$ cat src/rtl/spi_mem_pkg.sv
package spi_mem_pkg;

    localparam logic [7:0] OPC_RD      = 8'h03;
    localparam logic [7:0] OPC_RD_FAST = 8'h0B;
    localparam logic [7:0] OPC_WR      = 8'h02;
    localparam logic [7:0] OPC_WEN_SET = 8'h06;
    localparam logic [7:0] OPC_WEN_CLR = 8'h04;
    localparam logic [7:0] OPC_SR_RD   = 8'h05;
    localparam logic [7:0] OPC_SR_FAST = 8'h09;
    localparam logic [7:0] OPC_SR_WR   = 8'h01;

    typedef enum logic [3:0] {
        PH_OPCODE,
        PH_ADDR,
        PH_DUMMY_MEM,
        PH_DUMMY_SR,
        PH_MEM_OUT,
        PH_MEM_IN,
        PH_SR_OUT,
        PH_SR_IN,
        PH_DISCARD
    } phase_e;

endpackage

$ cat src/rtl/spi_mem_sync.sv
module spi_mem_sync #(
    parameter int STAGES = 2
) (
    input  logic clk,
    input  logic rst_n,
    input  logic cs_n,
    input  logic sck,
    input  logic si,
    input  logic hold_n,
    output logic sel,
    output logic si_s,
    output logic sck_lvl,
    output logic hold_ok,
    output logic sck_rise,
    output logic sck_fall,
    output logic cs_fall,
    output logic cs_rise
);
    localparam logic [3:0] PIN_RST = 4'b1001; // {cs, sck, si, hold}

    typedef struct packed {
        logic [STAGES-1:0][3:0] pipe;
        logic                   cs_prev;
        logic                   sck_prev;
    } sync_t;

    sync_t s_q, s_d;
    logic [3:0] pins_s;

    assign pins_s  = s_q.pipe[STAGES-1];
    assign sel     = ~pins_s[3];
    assign sck_lvl = pins_s[2];
    assign si_s    = pins_s[1];
    assign hold_ok = pins_s[0];

    always_comb begin
        s_d = s_q;
        s_d.pipe[0] = {cs_n, sck, si, hold_n};
        for (int i = 1; i < STAGES; i++) begin
            s_d.pipe[i] = s_q.pipe[i-1];
        end
        s_d.cs_prev  = pins_s[3];
        s_d.sck_prev = pins_s[2];
    end

    always_ff @(posedge clk or negedge rst_n) begin
        if (!rst_n) begin
            s_q.pipe     <= {STAGES{PIN_RST}};
            s_q.cs_prev  <= 1'b1;
            s_q.sck_prev <= 1'b0;
        end else begin
            s_q <= s_d;
        end
    end

    assign sck_rise = sel & hold_ok &  pins_s[2] & ~s_q.sck_prev;
    assign sck_fall = sel & hold_ok & ~pins_s[2] &  s_q.sck_prev;
    assign cs_fall  = ~pins_s[3] &  s_q.cs_prev;
    assign cs_rise  =  pins_s[3] & ~s_q.cs_prev;
endmodule

$ cat src/rtl/spi_mem_bytes.sv
module spi_mem_bytes (
    input  logic       clk,
    input  logic       rst_n,
    input  logic       start,
    input  logic       sck_lvl,
    input  logic       rise,
    input  logic       fall,
    input  logic       si_s,
    input  logic       load_en,
    input  logic [7:0] load_val,
    output logic       byte_done,
    output logic [7:0] byte_val,
    output logic       boundary,
    output logic       so_bit
);
    typedef struct packed {
        logic [2:0] bit_cnt;
        logic [6:0] rx;
        logic [7:0] tx;
        logic       skip;
    } shf_t;

    shf_t b_q, b_d;

    assign boundary  = fall & (b_q.bit_cnt == 3'd0) & ~b_q.skip;
    assign byte_done = rise & (b_q.bit_cnt == 3'd7);
    assign byte_val  = {b_q.rx, si_s};
    assign so_bit    = b_q.tx[7];

    always_comb begin
        b_d = b_q;
        if (start) begin
            b_d.bit_cnt = 3'd0;
            b_d.rx      = '0;
            b_d.tx      = '0;
            b_d.skip    = sck_lvl;
        end else begin
            if (rise) begin
                b_d.bit_cnt = b_q.bit_cnt + 3'd1;
                b_d.rx      = {b_q.rx[5:0], si_s};
            end
            if (fall) begin
                if (b_q.skip) begin
                    b_d.skip = 1'b0;
                end else if (boundary && load_en) begin
                    b_d.tx = load_val;
                end else begin
                    b_d.tx = {b_q.tx[6:0], 1'b0};
                end
            end
        end
    end

    always_ff @(posedge clk or negedge rst_n) begin
        if (!rst_n) begin
            b_q <= '0;
        end else begin
            b_q <= b_d;
        end
    end
endmodule

$ cat src/rtl/spi_mem_ctrl.sv
module spi_mem_ctrl
    import spi_mem_pkg::*;
#(
    parameter int ADDR_W     = 17,
    parameter int ADDR_BYTES = 3
) (
    input  logic              clk,
    input  logic              rst_n,
    input  logic              cs_fall,
    input  logic              cs_rise,
    input  logic              byte_done,
    input  logic [7:0]        byte_val,
    input  logic              boundary,
    input  logic              wen_i,
    input  logic [7:0]        status_i,
    input  logic [7:0]        mem_rdata,
    output logic              load_en,
    output logic [7:0]        load_val,
    output logic              drive,
    output logic              mem_en,
    output logic              mem_we,
    output logic [ADDR_W-1:0] mem_addr,
    output logic [7:0]        mem_wdata,
    output logic              set_wen,
    output logic              clr_wen,
    output logic              sr_we,
    output logic [7:0]        sr_wdata
);
    localparam int               ACNT_W = $clog2(ADDR_BYTES);
    localparam logic [ACNT_W-1:0] ALAST = ACNT_W'(ADDR_BYTES - 1);
    localparam logic [ADDR_W-1:0] AONE  = ADDR_W'(1);

    typedef struct packed {
        phase_e            ph;
        logic [ADDR_W-1:0] addr;
        logic [ADDR_W-1:0] ash;
        logic [ACNT_W-1:0] acnt;
        logic              fast;
        logic              is_wr;
        logic [7:0]        rbuf;
        logic              rpend;
        logic              drive;
        logic              wrote;
        logic              set_wen;
        logic              clr_wen;
        logic              sr_we;
        logic [7:0]        sr_wdata;
    } ctl_t;

    ctl_t c_q, c_d;
    logic [ADDR_W-1:0] addr_full;

    assign drive    = c_q.drive;
    assign set_wen  = c_q.set_wen;
    assign clr_wen  = c_q.clr_wen;
    assign sr_we    = c_q.sr_we;
    assign sr_wdata = c_q.sr_wdata;

    always_comb begin
        c_d          = c_q;
        c_d.set_wen  = 1'b0;
        c_d.clr_wen  = 1'b0;
        c_d.sr_we    = 1'b0;
        c_d.rpend    = 1'b0;
        mem_en       = 1'b0;
        mem_we       = 1'b0;
        mem_addr     = c_q.addr;
        mem_wdata    = byte_val;
        addr_full    = ADDR_W'({c_q.ash, byte_val});

        if (c_q.rpend) begin
            c_d.rbuf = mem_rdata;
        end

        load_en  = (c_q.ph == PH_MEM_OUT) || (c_q.ph == PH_SR_OUT);
        load_val = (c_q.ph == PH_SR_OUT) ? status_i : c_q.rbuf;

        if (cs_fall) begin
            c_d.ph    = PH_OPCODE;
            c_d.acnt  = '0;
            c_d.ash   = '0;
            c_d.fast  = 1'b0;
            c_d.is_wr = 1'b0;
            c_d.drive = 1'b0;
            c_d.wrote = 1'b0;
        end else if (cs_rise) begin
            c_d.ph      = PH_DISCARD;
            c_d.drive   = 1'b0;
            c_d.wrote   = 1'b0;
            c_d.clr_wen = c_q.wrote;
        end else begin
            if (boundary && load_en) begin
                c_d.drive = 1'b1;
                if (c_q.ph == PH_MEM_OUT) begin
                    mem_en    = 1'b1;
                    mem_addr  = c_q.addr;
                    c_d.addr  = c_q.addr + AONE;
                    c_d.rpend = 1'b1;
                end
            end
            if (byte_done) begin
                unique case (c_q.ph)
                    PH_OPCODE: begin
                        unique case (byte_val)
                            OPC_RD:      c_d.ph = PH_ADDR;
                            OPC_RD_FAST: begin
                                c_d.ph   = PH_ADDR;
                                c_d.fast = 1'b1;
                            end
                            OPC_WR: begin
                                if (wen_i) begin
                                    c_d.ph    = PH_ADDR;
                                    c_d.is_wr = 1'b1;
                                    c_d.wrote = 1'b1;
                                end else begin
                                    c_d.ph = PH_DISCARD;
                                end
                            end
                            OPC_WEN_SET: begin
                                c_d.set_wen = 1'b1;
                                c_d.ph      = PH_DISCARD;
                            end
                            OPC_WEN_CLR: begin
                                c_d.clr_wen = 1'b1;
                                c_d.ph      = PH_DISCARD;
                            end
                            OPC_SR_RD:   c_d.ph = PH_SR_OUT;
                            OPC_SR_FAST: c_d.ph = PH_DUMMY_SR;
                            OPC_SR_WR: begin
                                if (wen_i) begin
                                    c_d.ph    = PH_SR_IN;
                                    c_d.wrote = 1'b1;
                                end else begin
                                    c_d.ph = PH_DISCARD;
                                end
                            end
                            default:     c_d.ph = PH_DISCARD;
                        endcase
                    end
                    PH_ADDR: begin
                        c_d.ash  = addr_full;
                        c_d.acnt = c_q.acnt + ACNT_W'(1);
                        if (c_q.acnt == ALAST) begin
                            if (c_q.is_wr) begin
                                c_d.addr = addr_full;
                                c_d.ph   = PH_MEM_IN;
                            end else begin
                                mem_en    = 1'b1;
                                mem_addr  = addr_full;
                                c_d.addr  = addr_full + AONE;
                                c_d.rpend = 1'b1;
                                c_d.ph    = c_q.fast ? PH_DUMMY_MEM : PH_MEM_OUT;
                            end
                        end
                    end
                    PH_DUMMY_MEM: c_d.ph = PH_MEM_OUT;
                    PH_DUMMY_SR:  c_d.ph = PH_SR_OUT;
                    PH_MEM_IN: begin
                        mem_en    = 1'b1;
                        mem_we    = 1'b1;
                        mem_addr  = c_q.addr;
                        mem_wdata = byte_val;
                        c_d.addr  = c_q.addr + AONE;
                    end
                    PH_SR_IN: begin
                        c_d.sr_we    = 1'b1;
                        c_d.sr_wdata = byte_val;
                        c_d.ph       = PH_DISCARD;
                    end
                    default: ;
                endcase
            end
        end
    end

    always_ff @(posedge clk or negedge rst_n) begin
        if (!rst_n) begin
            c_q    <= '0;
            c_q.ph <= PH_DISCARD;
        end else begin
            c_q <= c_d;
        end
    end
endmodule

$ cat src/rtl/spi_mem_slave.sv
module spi_mem_slave #(
    parameter int ADDR_W      = 17,
    parameter int ADDR_BYTES  = 3,
    parameter int SYNC_STAGES = 2
) (
    input  logic              clk,
    input  logic              rst_n,
    input  logic              cs_n,
    input  logic              sck,
    input  logic              si,
    input  logic              hold_n,
    output logic              so,
    output logic              so_oe,
    input  logic              wen_i,
    input  logic [7:0]        status_i,
    output logic              set_wen,
    output logic              clr_wen,
    output logic              sr_we,
    output logic [7:0]        sr_wdata,
    output logic              mem_en,
    output logic              mem_we,
    output logic [ADDR_W-1:0] mem_addr,
    output logic [7:0]        mem_wdata,
    input  logic [7:0]        mem_rdata
);
    logic       sel, si_s, sck_lvl, hold_ok;
    logic       sck_rise, sck_fall, cs_fall, cs_rise;
    logic       byte_done, boundary, so_bit;
    logic [7:0] byte_val;
    logic       load_en, drive;
    logic [7:0] load_val;

    spi_mem_sync #(.STAGES(SYNC_STAGES)) sync_i (
        .clk(clk), .rst_n(rst_n),
        .cs_n(cs_n), .sck(sck), .si(si), .hold_n(hold_n),
        .sel(sel), .si_s(si_s), .sck_lvl(sck_lvl), .hold_ok(hold_ok),
        .sck_rise(sck_rise), .sck_fall(sck_fall),
        .cs_fall(cs_fall), .cs_rise(cs_rise)
    );

    spi_mem_bytes bytes_i (
        .clk(clk), .rst_n(rst_n),
        .start(cs_fall), .sck_lvl(sck_lvl),
        .rise(sck_rise), .fall(sck_fall), .si_s(si_s),
        .load_en(load_en), .load_val(load_val),
        .byte_done(byte_done), .byte_val(byte_val),
        .boundary(boundary), .so_bit(so_bit)
    );

    spi_mem_ctrl #(.ADDR_W(ADDR_W), .ADDR_BYTES(ADDR_BYTES)) ctrl_i (
        .clk(clk), .rst_n(rst_n),
        .cs_fall(cs_fall), .cs_rise(cs_rise),
        .byte_done(byte_done), .byte_val(byte_val), .boundary(boundary),
        .wen_i(wen_i), .status_i(status_i), .mem_rdata(mem_rdata),
        .load_en(load_en), .load_val(load_val), .drive(drive),
        .mem_en(mem_en), .mem_we(mem_we), .mem_addr(mem_addr),
        .mem_wdata(mem_wdata),
        .set_wen(set_wen), .clr_wen(clr_wen),
        .sr_we(sr_we), .sr_wdata(sr_wdata)
    );

    assign so    = so_bit;
    assign so_oe = drive & hold_ok & sel;
endmodule

$ cat config.mk
export PLATFORM = sky130hd
export DESIGN_NAME = spi_mem_slave
export DESIGN_NICKNAME = d
export VERILOG_FILES = /design/src/rtl/spi_mem_pkg.sv /design/src/rtl/spi_mem_sync.sv /design/src/rtl/spi_mem_bytes.sv /design/src/rtl/spi_mem_ctrl.sv /design/src/rtl/spi_mem_slave.sv
export SDC_FILE = /design/constraint.sdc
export NUM_CORES = 1
export LEC_CHECK = 0
export BUFFER_PORTS_ARGS = -buffer_cell sky130_fd_sc_hd__buf_4
export CORE_AREA = 5 5 103 105
export DETAILED_ROUTE_END_ITERATION = 16
export DIE_AREA = 0 0 108 110
export GPL_TIMING_DRIVEN = 0
export PLACE_DENSITY = 0.81
export SYNTH_ARGS = -nofsm -noshare
export SYNTH_HDL_FRONTEND = slang
export SYNTH_HIERARCHICAL = 1
export SYNTH_SLANG_ARGS = --single-unit
export TNS_END_PERCENT = 10
$ cat constraint.sdc
create_clock -name clk -period 3.2 [get_ports clk]
set_input_delay 0.64 -clock clk [delete_from_list [all_inputs] [get_ports clk]]
set_output_delay 0.64 -clock clk [all_outputs]
set_load 0.05 [all_outputs]
# After elaboration in Yosys (flattened, before gate mapping)
# Cells that the tools add are included.
[op_classes]
add_sub_neg = 4
eq_ne = 20
n_mux = 65
bitwise_logic = 19
reduce_logical = 28
[op_table]
columns = ["cell", "n"]
rows = [
  ["17-bit 2-to-1 mux", 10],
  ["42-bit 2-to-1 mux", 1],
  ["4-bit one-hot mux with 5 select lines", 2],
  ["19-bit 2-to-1 mux", 2],
  ["17-bit by 1-bit adder with 17-bit output (second input constant)", 2],
  ["17-bit one-hot mux with 2 select lines", 1],
  ["9-bit 2-to-1 mux", 3],
  ["13-bit 2-to-1 mux", 2],
  ["1-bit 2-to-1 mux", 25],
  ["8-bit by 3-bit equality test with 1-bit output (second input constant)", 3],
  ["8-bit 2-to-1 mux", 3],
  ["21-bit 2-to-1 mux", 1],
  ["20-bit 2-to-1 mux", 1],
  ["4-bit by 3-bit equality test with 1-bit output (second input constant)", 4],
  ["8-bit by 2-bit equality test with 1-bit output (second input constant)", 2],
  ["8-bit by 4-bit equality test with 1-bit output (second input constant)", 2],
  ["4-bit 2-to-1 mux", 4],
  ["2-bit nonzero test", 8],
  ["3-bit nonzero test", 5],
  ["1-bit AND", 12],
  ["12-bit 2-to-1 mux", 1],
  ["4-bit AND reduction", 3],
  ["11-bit 2-to-1 mux", 1],
  ["10-bit 2-to-1 mux", 1],
  ["other kinds (22)", 37],
]
[totals]
regBits = 85
in_bits = 23
out_inout_bits = 40
elab_cells = 158

# Logic depth before layout (Yosys ltp)
# Gate-level depths: netlist of run 1.
[logic_depth]
word_depth = 15
ltp_mapped = 11
mapped_depth_nobuf = 9

# Hierarchy
# The synthesis of run 1 kept the hierarchy.
[modules_own_cells]
columns = ["module", "instances", "cells_per_inst", "area_per_inst_um2", "seq_area_each_um2"]
rows = [
  ["spi_mem_ctrl", 1, 488, 4240.3, 1402.6],
  ["spi_mem_bytes", 1, 96, 982.2, 475.5],
  ["spi_mem_sync", 1, 15, 299.0, 256.5],
  ["spi_mem_slave", 1, 1, 6.3, 0.0],
]

# Worst setup path after synthesis of run 1
# OpenSTA, ideal clock, no wires.
[synth_timing]
kind = "reg-to-output"
startpoint = "register sync_i.s_q (netlist bit sync_i/pins_s[0])"
endpoint = "output mem_en"
t_arrival_ps = 2593
t_required_ps = 2560
slack_ps = -33
path_stages_with_launch = 9
n_path_buf = 2
path_cell_list = "dfstp_2 -> and4bb_2 -> nor2b_1 -> buf_4 -> buf_8 -> and3b_2 -> nor2b_1 -> nand2_1 -> a21oi_1"
[synth_between]
elab_chain_cells = 13
elab_cells_between_ends = 16
[synth_rtl]
columns = ["item", "line_no", "text"]
rows = [
  ["start: declaration", "spi_mem_sync.sv:27", "sync_t s_q, s_d;"],
  ["1-bit AND (*) (3 in series)", "spi_mem_sync.sv:57", "assign sck_fall = sel & hold_ok & ~pins_s[2] & s_q.sck_prev;"],
  ["named net sck_fall", "spi_mem_slave.sv:27", "logic sck_rise, sck_fall, cs_fall, cs_rise;"],
  ["1-bit AND (*) (2 in series)", "spi_mem_bytes.sv:25", "assign boundary = fall & (b_q.bit_cnt == 3'd0) & ~b_q.skip;"],
  ["named net boundary", "spi_mem_slave.sv:28", "logic byte_done, boundary, so_bit;"],
  ["1-bit logical AND (*)", "spi_mem_ctrl.sv:92", "if (boundary && load_en) begin"],
  ["1-bit 2-to-1 mux (*)", "spi_mem_ctrl.sv:92", ""],
  ["1-bit 2-to-1 mux", "spi_mem_ctrl.sv:144", "if (c_q.is_wr) begin"],
  ["1-bit 2-to-1 mux", "spi_mem_ctrl.sv:143", "if (c_q.acnt == ALAST) begin"],
  ["1-bit one-hot mux with 2 select lines", "spi_mem_ctrl.sv:102", "unique case (c_q.ph)"],
  ["1-bit 2-to-1 mux (*)", "spi_mem_ctrl.sv:101", "if (byte_done) begin"],
  ["1-bit 2-to-1 mux (*)", "spi_mem_ctrl.sv:86", "end else if (cs_rise) begin"],
  ["1-bit 2-to-1 mux (*)", "spi_mem_ctrl.sv:78", "if (cs_fall) begin"],
  ["end: declaration", "spi_mem_slave.sv:20", "output logic mem_en,"],
]
# Mark *: on every way through the listed nets, which the timed path passes. The rest lies on a longest branch.

# Worst setup path in the final report of run 1
[layout_timing]
startpoint = "register sync_i.s_q (netlist bit sync_i/pins_s[3])"
endpoint = "output mem_addr[14]"
[layout_between]
elab_cells_between_ends = 10
[layout_lines]
columns = ["item", "line_no", "text"]
rows = [
  ["1-bit inverter", "spi_mem_sync.sv:58", "assign cs_fall = ~pins_s[3] & s_q.cs_prev;"],
  ["1-bit AND", "spi_mem_sync.sv:58", ""],
  ["named net cs_fall", "spi_mem_slave.sv:27", ""],
  ["17-bit 2-to-1 mux", "spi_mem_ctrl.sv:78", ""],
  ["end: declaration", "spi_mem_slave.sv:22", "output logic [ADDR_W-1:0] mem_addr,"],
]
# The timed path passes the listed nets, and every way through them passes these cells.

==> results by stage, run 1 <==
Setup path:
- Of all nets on the critical path, the largest fanout is 6.
- The critical path is of the flop to primary output type.
- The nature of the critical path startpoint is a flop.
- At the worst endpoint, the arrival time is between 2000 and 3000 ps.
- STA classifies the critical path endpoint as a primary output.
- The endpoint required time on the critical path is 2560 ps.

Placed design:
- The post-detailed-placement half-perimeter wirelength is around 11 mm.
- The final weighted congestion in routability-driven placement is approximately 0.9.
- Including well taps, the total number of placed cells is around 800.
- The instance area at placement is 6160 µm².
- Port buffering added between 60 and 70 buffers.

Floorplanning:
- The floorplan step set the die width to 108 µm.
- The die covers 11900 µm².
- The row count is 36.
- The die is 110 µm tall.
- In this run the standard cell core region covers 9550 µm².
- Pin placement for this block handled 63 I/O pins.
- The initial cell density of the core is 57.9%.

Finish:
- The final-layout fill cell count is 717.
- The final cell utilization of the core is 70.0%.
- The final cell area excluding filler cells is about 6700 µm².
- Compared with the post-synthesis result, the final layout area differs by 20.9%.
- The number of nets in the layout is 721.
- In the final layout, the multi-input gates occupy about 3000 µm².
- Across the whole layout, storage elements account for 2130 µm².
- The share of layout cells above drive strength 1 is a little under a third.
- The diode insertion count for antenna repair is 0.
- The number of standard cells in the final layout excluding fillers is between 800 and 900.

Pwr:
- The peak supply drop is approximately 0.0003 V.
- The completed layout was analyzed and its total power is between 0.002 and 0.0025 W.
- The leakage power summed over all cells is 2.90 nW.
- The power density normalized to cell area is about 310 nW/µm².

Global routing:
- In the global route stage, overall resource usage came out at 28.2%.
- The number of global-route vias before repair is 4962.
- The total overflow reported by the global router is 0.
- For this run, global-route usage on met1 was measured as 39.0%.
- The met3 routing resource usage after global routing is 6.35%.
- The met2 usage in global routing is 44.0%.
- The number of antenna violations at the first check in global routing is 0.
- The wire length of the first global-routing pass is 25.9 mm.
- In this run the most used layer during global routing was met2.
- Entering global routing, the biggest net connects 86 pins.

STA:
- Headroom to the max-slew limit came out at 27.9%.
- Counting I/O delays and the setup requirement, the final critical path takes roughly 3200 ps.
- The post-route fraction of the period consumed by the critical path is 100%.
- The hold violation count in the final report came to 0.
- The number of endpoints failing setup at the final stage is 7.
- The achievable clock frequency is just over 300 MHz.
- The slack of the critical path is -9.47 ps.
- Setup repair after global routing could not meet its margin everywhere.
- The max-slew violation count was 0.
- The slew at the pin closest to its max-slew limit is 1080 ps.
- The worst clock skew is 7.90 ps.

Clock network:
- The clock root buffer is clkbuf_8.
- Counting along the longest clock path gives a buffer depth of 2.
- The clock tree synthesis step divided the H-tree into 3 levels.
- The number of buffers added by the clock tree synthesis step is 9.
- The clock network latency to the later pin of the worst-skew pair is between 300 and 400 ps.
- The clock tree from TritonCTS is built.
- The number of hold buffers added after CTS was 0.
- The clock-pin slew on the worst setup and hold paths is 90 ps.
- The clock sink total is 85.

Logic synthesis:
- The count of state elements after synthesis is 85.
- The count of synthesis-stage warnings from yosys is 6.
- The cell taking the most area after synthesis is dfrtp_1.
- The synthesized cell area is about 5500 µm².
- The number of enable flip-flop cells after synthesis is 0.
- The gate count of the mapped netlist is 600.
- The average instance in the mapped netlist occupies 9.21 µm².
- Synthesis instantiated 76 different standard cells from the library.
- The flip-flop cell with the highest count after synthesis is dfrtp_1.
- The cell with the most instances after synthesis is dfrtp_1.
- The sequential-to-total area share from yosys stat is 38.6%.
- Ranked by instance count, the synthesized netlist is headed by dfrtp_1 (79), nand2_1 (67), nor2_1 (47), o21ai_0 (38).
- Of all flip-flops after synthesis, the portion carrying an async set or reset was 100%.
- Yosys attributes the largest share of cell area to dfrtp_1 (36%), mux2_2 (7.1%), nand2_1 (4.5%).
- The number of nets in the synthesized netlist is approximately 630.
- The fraction of synthesized cell area taken by the top area cell type is 35.8%.

Job:
- The number of max-cap violations is 0.

Route:
- Using the TritonRoute via totals, the vias-per-cell ratio works out to 6.18.
- The routed layout has 5111 vias.
- In the final routed layout, each cell accounts on average for 20.0 µm.
- In the routed design, unresolved DRC markers number 0.
- The post-detailed-route count of antenna-violating nets is 0.
- The DRC marker count from the first detailed-route iteration is 598.
- The first detailed-routing pass took 7 iterations.
- The post-detailed-routing wire length is 16.6 mm.

Run status:
- The final reports fail on negative setup slack.
- The run finished, with violations left.

Min path:
- In this run the worst hold path is classified as flop to flop.
-- where the power goes --
group          total, W  switching, W  internal (W)
combinational  0.000185      0.000114     0.0000707
sequential      0.00111     0.0000158       0.00110
clock          0.000800      0.000411      0.000389
total           0.00210      0.000541       0.00156
-- logic make-up after synthesis --
family                   after synthesis  share of synthesized area [%]
AND/OR/NAND/NOR                      213                           21.2
AO/OA/AOI/OAI                        133                           15.3
flip-flops                            85                           38.6
buffers and inverters                 82                           8.24
multiplexers                          54                           10.8
XOR/XNOR                              23                           3.64
adder cells (fa/ha/maj)               10                           2.22
-- sequential cells by signal, summed over array words and instances, names as in the netlist, 2 cells and up --
signal and count:
ctrl_i/c_q 35, sync_i/s_q 2, ctrl_i/addr_full 9, ctrl_i/sr_wdata 8, bytes_i/byte_val 7, bytes_i/b_q 11
sync_i/s_d 4, sync_i/pins_s 4
-- layout make-up --
class / count / share of cell area [%]
sequential: 85 / 31.9
clock buffer: 12 / 2.17
timing repair buffer: 79 / 10.3
clock inverter: 4 / 0.843
buffer: 63 / 6.10
tap: 133 / 2.49
inverter: 18 / 1.01
multi-input combinational: 433 / 45.1
-- critical path: stages (launching register included) --
cell and delay [ps]:
dfstp_2 570, and2b_1 210, buf_6 130, or2_4 270, nor3_4 260, buf_6 160, buf_8 130, mux2_4 320
buf_8 150
-- through the flow --
step | TNS (ps) | setup slack [ps] | hold slack, ps
after floorplan | 0 | 133 | 331
final | -33.7 | -9.47 | 356
after global routing | -798 | -76.3 | 361
after global placement | -2070 | -208 | 332
after CTS | -439 | -53.4 | 359
after detailed placement | -3100 | -270 | 346
-- layer usage --
layer / vias to the layer above / part of all wire [%]
li1: 2296 / -
met1: 2431 / 41
met2: 329 / 46
met3: 55 / 10
met4: 0 / 2.5
met5: - / 0
-- repair_timing --
item	4_1_cts	5_1_grt
pin swaps	1	3
endpoints found under the hold margin	0	0
setup buffers	8	8
gates resized for setup	30	31
setup endpoints to repair	19	19
gates cloned	1	0
-- placed cells by master, fill, tap and decap left out, types with 11 or more instances in the layout --
cell | synthesis | layout
clkbuf_1 | 19 | 17
nand3_1 | 11 | 11
o21ai_0 | 38 | 38
dfrtp_1 | 79 | 79
buf_8 | 1 | 13
a21oi_1 | 35 | 34
xnor2_1 | 11 | 11
inv_1 | 18 | 18
nand2_1 | 67 | 66
buf_2 | 14 | 12
mux2_2 | 35 | 28
xor2_1 | 12 | 12
buf_4 | 25 | 88
mux2_4 | 0 | 12
nor2_1 | 47 | 46
-- worst paths after layout --
kind | from | end | slack [ps] | cells after the start
hold reg to reg | sync_i/s_d[7]$_DFF_PN0_ | sync_i/pins_s[1]$_DFF_PN0_ | 360 | 0
min in group asynchronous | rst_n | sync_i/pins_s[2]$_DFF_PN0_ | 480 | 1
max in group asynchronous | rst_n | ctrl_i/addr_full[11]$_DFFE_PN0P_ | 2040 | 1
setup / recovery | sync_i/pins_s[3]$_DFF_PN1_ | mem_addr[14] | -9 | 8
setup reg to reg | sync_i/pins_s[0]$_DFF_PN1_ | ctrl_i/c_q[56]$_DFFE_PN0P_ | 230 | 12
hold / removal | sync_i/s_d[7]$_DFF_PN0_ | sync_i/pins_s[1]$_DFF_PN0_ | 360 | 0
(Power assumes the default switching activity.)
==> run 2, diff against run 1 <==
--- a/config.mk
+++ b/config.mk
@@ -7,10 +7,13 @@
 export LEC_CHECK = 0
 export BUFFER_PORTS_ARGS = -buffer_cell sky130_fd_sc_hd__buf_4
 export CORE_AREA = 5 5 103 105
+export CTS_CLUSTER_DIAMETER = 200
+export CTS_CLUSTER_SIZE = 14
 export DETAILED_ROUTE_END_ITERATION = 16
 export DIE_AREA = 0 0 108 110
 export GPL_TIMING_DRIVEN = 0
 export PLACE_DENSITY = 0.81
+export SETUP_SLACK_MARGIN = 0.02
 export SYNTH_ARGS = -nofsm -noshare
 export SYNTH_HDL_FRONTEND = slang
 export SYNTH_HIERARCHICAL = 1
==> results by stage, run 2 (same netlist as run 1, synthesis figures left out) <==
Floorplanning:
- The die extent in x is 108 µm (unchanged).
- The I/O pin total is 63 (unchanged).
- The area of the core region is 9550 µm² (unchanged).
- The die footprint is 11900 µm² (unchanged).
- The row count came to 36 (unchanged).
- The initial cell density of the core was 57.9% (unchanged).
- The die outline height is 110 µm (unchanged).

Run status:
- The flow ran to the end, but the final reports show violations.
- The checks that failed: negative setup slack.

Setup path:
- The critical path data arrival time came to 2570 ps (about the same).
- The maximum fanout along the worst path was 6 (unchanged).
- The count of cells along the worst register-to-register path is 12 (unchanged).
- The worst reg2reg path startpoint is sync_i/pins_s[0]$_DFF_PN1_.
- The critical path class is flop to primary output.
- The internal reg-to-reg setup slack is 220 ps (about the same).
- The nature of the critical path startpoint is a flop.
- The critical path capture point type is a primary output.
- The critical path endpoint is mem_addr[6].
- The launch point of the worst path is sync_i/pins_s[3]$_DFF_PN1_.
- The endpoint required time on the critical path came to 2560 ps (about the same).
- The capturing point of the worst reg2reg path is ctrl_i/c_q[56]$_DFFE_PN0P_.

STA:
- The number of endpoints failing setup at the final stage is 8 (+1).
- The post-route fraction of the period consumed by the critical path was 100% (+0.13 points).
- The worst slew margin relative to its limit is 27.4% (-0.47 points).
- The final hold slack is 356 ps (+0.645 ps).
- The slack of the critical path is -13.8 ps (-4.30 ps).
- The hold violation count in the final report was 0 (unchanged).
- The max-slew violation count came to 0 (unchanged).
- The achievable clock frequency is 311 MHz (-0.13%).
- The worst clock skew came to 7.23 ps (-0.677 ps).
- The slew at the pin closest to its max-slew limit is 1090 ps (+7.04 ps).
- Setup repair after global routing could not meet its margin everywhere.
- The post-route minimum period was 3210 ps (+4.30 ps).

Global routing:
- The number of global-route vias before repair was 4926 (-0.73%).
- The total overflow reported by the global router was 0 (unchanged).
- The maximum number of pins on one net before global-route repair came to 86 (unchanged).
- The wire length of the first global-routing pass is 26.0 mm (+0.32%).
- The number of antenna violations at the first check in global routing is 0 (unchanged).
- The total routing usage reported by global routing is 28.2% (+0.063 points).

Finish:
- The most frequent standard cell in the layout excluding fill and tap cells is buf_4.
- Relative to the synthesized area, the layout overhead comes to 21.0%.
- The largest register by flop count is ctrl_i/c_q.
- The share of layout cells above drive strength 1 is 30.5% (unchanged).
- In the layout the commonest cells are buf_4 (87), dfrtp_1 (79), nand2_1 (66), nor2_1 (46), o21ai_0 (38).
- The final-layout fill cell count is 715 (-0.28%).
- The number of flip-flops under the largest register name is 35 (unchanged).
- The diode insertion count for antenna repair is 0 (unchanged).
- The number of nets in the layout is 721 (unchanged).
- The number of standard cells in the final layout excluding fillers is 827 (unchanged).

Route:
- The number of search-and-repair iterations in the first detailed-routing pass is 5 (-2).
- The post-detailed-route count of antenna-violating nets came to 0 (unchanged).
- The post-detailed-routing wire length is 16.5 mm (-0.48%).
- The DRC marker count from the first detailed-route iteration is 535 (-11%).
- The total number of vias is 5095 (-0.31%).
- The detail-routed net length per standard cell is 19.9 µm (-0.48%).
- The number of remaining DRC errors is 0 (unchanged).
- The routed via count divided by cell count is 6.16 (-0.31%).

Pwr:
- The power density normalized to cell area is 314 nW/µm² (-0.17%).
- The peak supply drop is 0.000303 V (+0.38%).
- The overall power of the completed layout is 0.00210 W (about the same).
- The leakage power summed over all cells is 2.91 nW (about the same).

Placed design:
- The post-detailed-placement half-perimeter wirelength is 11.4 mm (unchanged).
- The count of buffers from port buffering came to 62 (unchanged).
- The number of cells after detailed placement is 795 (unchanged).
- The final weighted congestion in routability-driven placement is 0.924 (unchanged).

Clock network:
- The number of buffers added by the clock tree synthesis step is 9 (unchanged).
- The clock sink total is 85 (unchanged).
- The clock network latency to the later pin of the worst-skew pair is 360 ps (about the same).
- The depth of the CTS H-tree is 3 (unchanged).
- The worst-case clock buffer depth is 2 (unchanged).
- The clock root buffer is clkbuf_8.
- TritonCTS built the clock tree.
- The clock-pin slew on the worst setup and hold paths is 90 ps (about the same).

Min path:
- The instance count along the most critical hold path came to 0 (unchanged).
- The worst hold path startpoint is sync_i/s_d[7]$_DFF_PN0_.
- The min-delay analysis places its worst path in the category flop to flop.

Job:
- The number of max-cap violations is 0 (unchanged).
[run 2: cell count changes in the layout (fill, tap and decap cells not counted), sizes merged]
| cell | previous run | this run |
|---|---|---|
| buf | 122 | 121 |
| clkbuf | 32 | 33 |
[run 2: worst min-delay path by stage]
stage,endpoint,slack [ps]
floorplan,sync_i/pins_s[1]$_DFF_PN0_,330
global placement,sync_i/pins_s[2]$_DFF_PN0_,330
detailed placement,sync_i/pins_s[1]$_DFF_PN0_,350
CTS,sync_i/pins_s[1]$_DFF_PN0_,360
global route,sync_i/s_d[6]$_DFF_PN1_,360
finish,sync_i/pins_s[1]$_DFF_PN0_,360
[run 2: critical path, stage by stage (launching register included)]
cell	delay [ps]
dfstp_2	570
and2b_1	210
buf_6	130
or2_4	270
nor3_4	250
buf_6	170
buf_4	140
mux2_4	320
buf_8	150
[run 2: repair_timing]
action / in CTS / in global routing
resized for setup: 32 / 30
hold buffers: 0 / 0
gates cloned: 1 / 0
setup endpoints to repair: 19 / 19
pin swaps: 1 / 3
buffers inserted: 8 / 8
[run 2: through the flow]
step	instance area [µm²]	setup TNS (ps)	utilization, %	setup WS [ps]
2_1_floorplan	5530	0	-	133
3_3_place_gp	6160	-2070	64.5	-208
3_5_place_dp	6160	-3100	64.5	-270
4_1_cts	6530	-439	68.4	-53.4
5_1_grt	6690	-792	70.0	-55.1
6_report	6690	-48.1	70.0	-13.8
[run 2: cell type report]
class                      count  area (µm²)  area share [%]
buffer                        63         408            6.10
clock buffer                  12         145            2.17
clock inverter                 4        56.3           0.842
inverter                      18        67.6            1.01
multi-input combinational    433        3020            45.1
sequential                    85        2130            31.9
tap                          133         166            2.49
timing repair buffer          79         694            10.4
[run 2: layer usage]
metal	vias to the layer above	global-route usage [%]	routed length, µm
met4	0	9.20	374
met3	45	6.17	1660
met1	2436	39.5	6900
met2	313	44.0	7540
li1	2301	-	-
met5	-	0	0
[run 2: power breakdown]
group / total, W / switching [W] / internal [W]
combinational: 0.000185 / 0.000115 / 0.0000707
clock: 0.000798 / 0.000409 / 0.000389
sequential: 0.00111 / 0.0000160 / 0.00110
total: 0.00210 / 0.000540 / 0.00156
==> run 3, diff against run 2 <==
--- a/config.mk
+++ b/config.mk
@@ -6,11 +6,11 @@
 export NUM_CORES = 1
 export LEC_CHECK = 0
 export BUFFER_PORTS_ARGS = -buffer_cell sky130_fd_sc_hd__buf_4
-export CORE_AREA = 5 5 103 105
+export CORE_AREA = 5 5 143 77
 export CTS_CLUSTER_DIAMETER = 200
 export CTS_CLUSTER_SIZE = 14
 export DETAILED_ROUTE_END_ITERATION = 16
-export DIE_AREA = 0 0 108 110
+export DIE_AREA = 0 0 148 82
 export GPL_TIMING_DRIVEN = 0
 export PLACE_DENSITY = 0.81
 export SETUP_SLACK_MARGIN = 0.02
==> results by stage, run 3 (same netlist as run 1, synthesis figures left out) <==
Clock network:
- The number of buffers added by the clock tree synthesis step is 9 (unchanged).
- The depth of the CTS H-tree is 3 (unchanged).
- The total of hold buffers inserted after clock tree synthesis came to 0 (unchanged).
- The clock sink total was 85 (unchanged).
- The clock network latency to the later pin of the worst-skew pair was 340 ps (-20 ps).
- The clock tree from TritonCTS is built.
- Clock tree synthesis selected as its root buffer the cell clkbuf_16.
- The worst-case clock buffer depth is 2 (unchanged).
- The clock-pin slew on the worst setup and hold paths came to 60 ps (-30 ps).

Setup path:
- STA classifies the critical path endpoint as a primary output.
- STA classifies the critical path startpoint as a flop.
- The maximum fanout along the worst path came to 5 (-1).
- The critical path data arrival time was 2580 ps (about the same).
- The endpoint required time on the critical path is 2560 ps (about the same).
- The critical path class is flop to primary output.

Placed design:
- The final weighted congestion in routability-driven placement is 1.00 (+8.7%).
- The post-detailed-placement half-perimeter wirelength is 12.7 mm (+11%).
- The count of buffers from port buffering came to 62 (unchanged).
- The instance area at placement is 6150 µm² (-0.14%).

STA:
- The worst clock skew is 5.34 ps (-1.88 ps).
- The post-route fraction of the period consumed by the critical path was 100% (about the same).
- Setup repair after global routing could not meet its margin everywhere.
- The post-route minimum period is 3220 ps (+1.98 ps).
- The achievable clock frequency is 311 MHz (about the same).
- The slew at the pin closest to its max-slew limit is 1130 ps (+37.6 ps).
- The worst slew margin relative to its limit was 24.9% (-2.5 points).
- The final hold slack was 353 ps (-3.06 ps).
- The max-slew violation count was 0 (unchanged).
- The slack of the critical path is -15.7 ps (-1.98 ps).
- The number of endpoints failing setup at the final stage came to 5 (-3).
- The hold violation count in the final report is 0 (unchanged).

Finish:
- The number of flip-flops under the largest register name is 35 (unchanged).
- The largest register by flop count is ctrl_i/c_q.
- The share of layout cells above drive strength 1 came to 31.1% (+0.51 points).
- The diode insertion count for antenna repair is 0 (unchanged).
- The number of nets in the layout is 716 (-0.69%).
- The final cell area excluding filler cells came to 6760 µm² (+1.1%).
- The library cells used most frequently in the layout, excluding fill and tap cells, are buf_4 (79), dfrtp_1 (79), nand2_1 (66), nor2_1 (46), o21ai_0 (38).
- The layout overhead on the synthesized area is 22.3%.

Route:
- The detail-routed net length per standard cell is 21.9 µm (+10%).
- The routed via count divided by cell count was 6.41 (+4.0%).
- The number of remaining DRC errors is 0 (unchanged).
- The total number of vias was 5224 (+2.5%).
- The post-detailed-routing wire length came to 17.9 mm (+8.4%).
- The number of search-and-repair iterations in the first detailed-routing pass is 6 (+1).
- The post-detailed-route count of antenna-violating nets came to 0 (unchanged).
- The DRC marker count from the first detailed-route iteration came to 907 (+70%).

Floorplanning:
- The I/O pin total came to 63 (unchanged).
- The die extent in x came to 148 µm (+37%).
- The die outline height was 82 µm (-25%).
- The initial cell density of the core is 56.8% (-1.1 points).
- The die footprint is 12100 µm² (+2.2%).
- The area of the core region is 9730 µm² (+1.9%).
- The row count is 26 (-28%).

Pwr:
- The power density normalized to cell area is 363 nW/µm² (+16%).
- The peak supply drop is 0.000303 V (+0.12%).
- The leakage power summed over all cells was 2.94 nW (+1.1%).

Global routing:
- The wire length of the first global-routing pass is 27.9 mm (+7.5%).
- The total overflow reported by the global router is 0 (unchanged).
- The total routing usage reported by global routing was 30.0% (+1.8 points).
- The number of antenna violations at the first check in global routing is 0 (unchanged).
- The maximum number of pins on one net before global-route repair came to 86 (unchanged).
- The number of global-route vias before repair is 5129 (+4.1%).

Run status:
- The run finished, with violations left.
- The checks that failed: negative setup slack.

Job:
- The number of max-cap violations is 0 (unchanged).

Min path:
- The path class of the tightest hold or removal check is flop to flop.
-- run 3: cell count changes in the layout (fill, tap and decap cells not counted), sizes merged --
| cell | change |
|---|---|
| inv | +1 |
| clkbuf | -4 |
| buf | -3 |
| clkinvlp | +1 |
| clkinv | -1 |
| bufinv | +1 |
-- run 3: cell type report --
class / count / area [µm²]
Sequential cell: 85 / 2130
Inverter: 18 / 67.6
Multi-Input combinational cell: 433 / 3030
Tap cell: 126 / 158
Timing Repair Buffer: 74 / 638
Clock buffer: 10 / 229
Buffer: 63 / 408
Fill cell: 766 / 2970
Clock inverter: 6 / 93.8
-- run 3: stage by stage --
step / total power, W / util, % / setup TNS, ps / worst slack [ps] / instances
after floorplan: 0.00122 / - / 0 / 133 / 600
after global routing: 0.00253 / 69.5 / -735 / -62.5 / 815
final: 0.00246 / 69.5 / -46.9 / -15.7 / 815
after detailed placement: 0.00131 / 63.3 / -4000 / -320 / 788
after global placement: 0.00130 / 63.3 / -3750 / -313 / 788
after CTS: 0.00246 / 67.7 / -2.44 / -2.44 / 808
-- run 3: timing repair --
item                       4_1_cts  5_1_grt
gates resized for setup         29       36
cloned                           1        0
setup endpoints to repair       29       21
pin swaps                        2        2
hold endpoints to repair         0        0
setup buffers                    4        7
-- run 3: critical path: stages (launching register included) --
cell and delay (ps):
dfstp_2 530, and4bb_2 280, buf_8 120, and2_4 180, nand3_4 100, nor3_4 310, buf_6 220, mux2_4 320
buf_6 160
-- run 3: where the power goes --
part,total [W],internal [W],switching [W]
combinational,0.000188,0.0000671,0.000121
clock,0.00115,0.000692,0.000461
sequential,0.00111,0.00110,0.0000165
total,0.00246,0.00186,0.000599
-- run 3: per-layer routing --
| layer | global-route usage, % | up-vias | share of wire (%) |
|---|---|---|---|
| li1 | - | 2290 | - |
| met1 | 41.5 | 2517 | 44 |
| met2 | 42.7 | 385 | 40 |
| met3 | 14.4 | 32 | 15 |
| met4 | 6.45 | 0 | 1.1 |
| met5 | 0 | - | 0 |
-- run 3: worst paths after layout --
path / startpoint / endpoint / slack [ps] / depth (start not counted)
worst min-delay path: sync_i/s_d[7]$_DFF_PN0_ / sync_i/pins_s[1]$_DFF_PN0_ / 350 / 0
worst max-delay path: sync_i/pins_s[0]$_DFF_PN1_ / mem_addr[3] / -20 / 8
worst max register to register: sync_i/pins_s[3]$_DFF_PN1_ / ctrl_i/c_q[44]$_DFFE_PN0P_ / 110 / 10
worst min register to register: sync_i/s_d[7]$_DFF_PN0_ / sync_i/pins_s[1]$_DFF_PN0_ / 350 / 0
min in group asynchronous: rst_n / sync_i/s_d[7]$_DFF_PN0_ / 500 / 1
max in group asynchronous: rst_n / ctrl_i/c_q[13]$_DFF_PN0_ / 1960 / 1
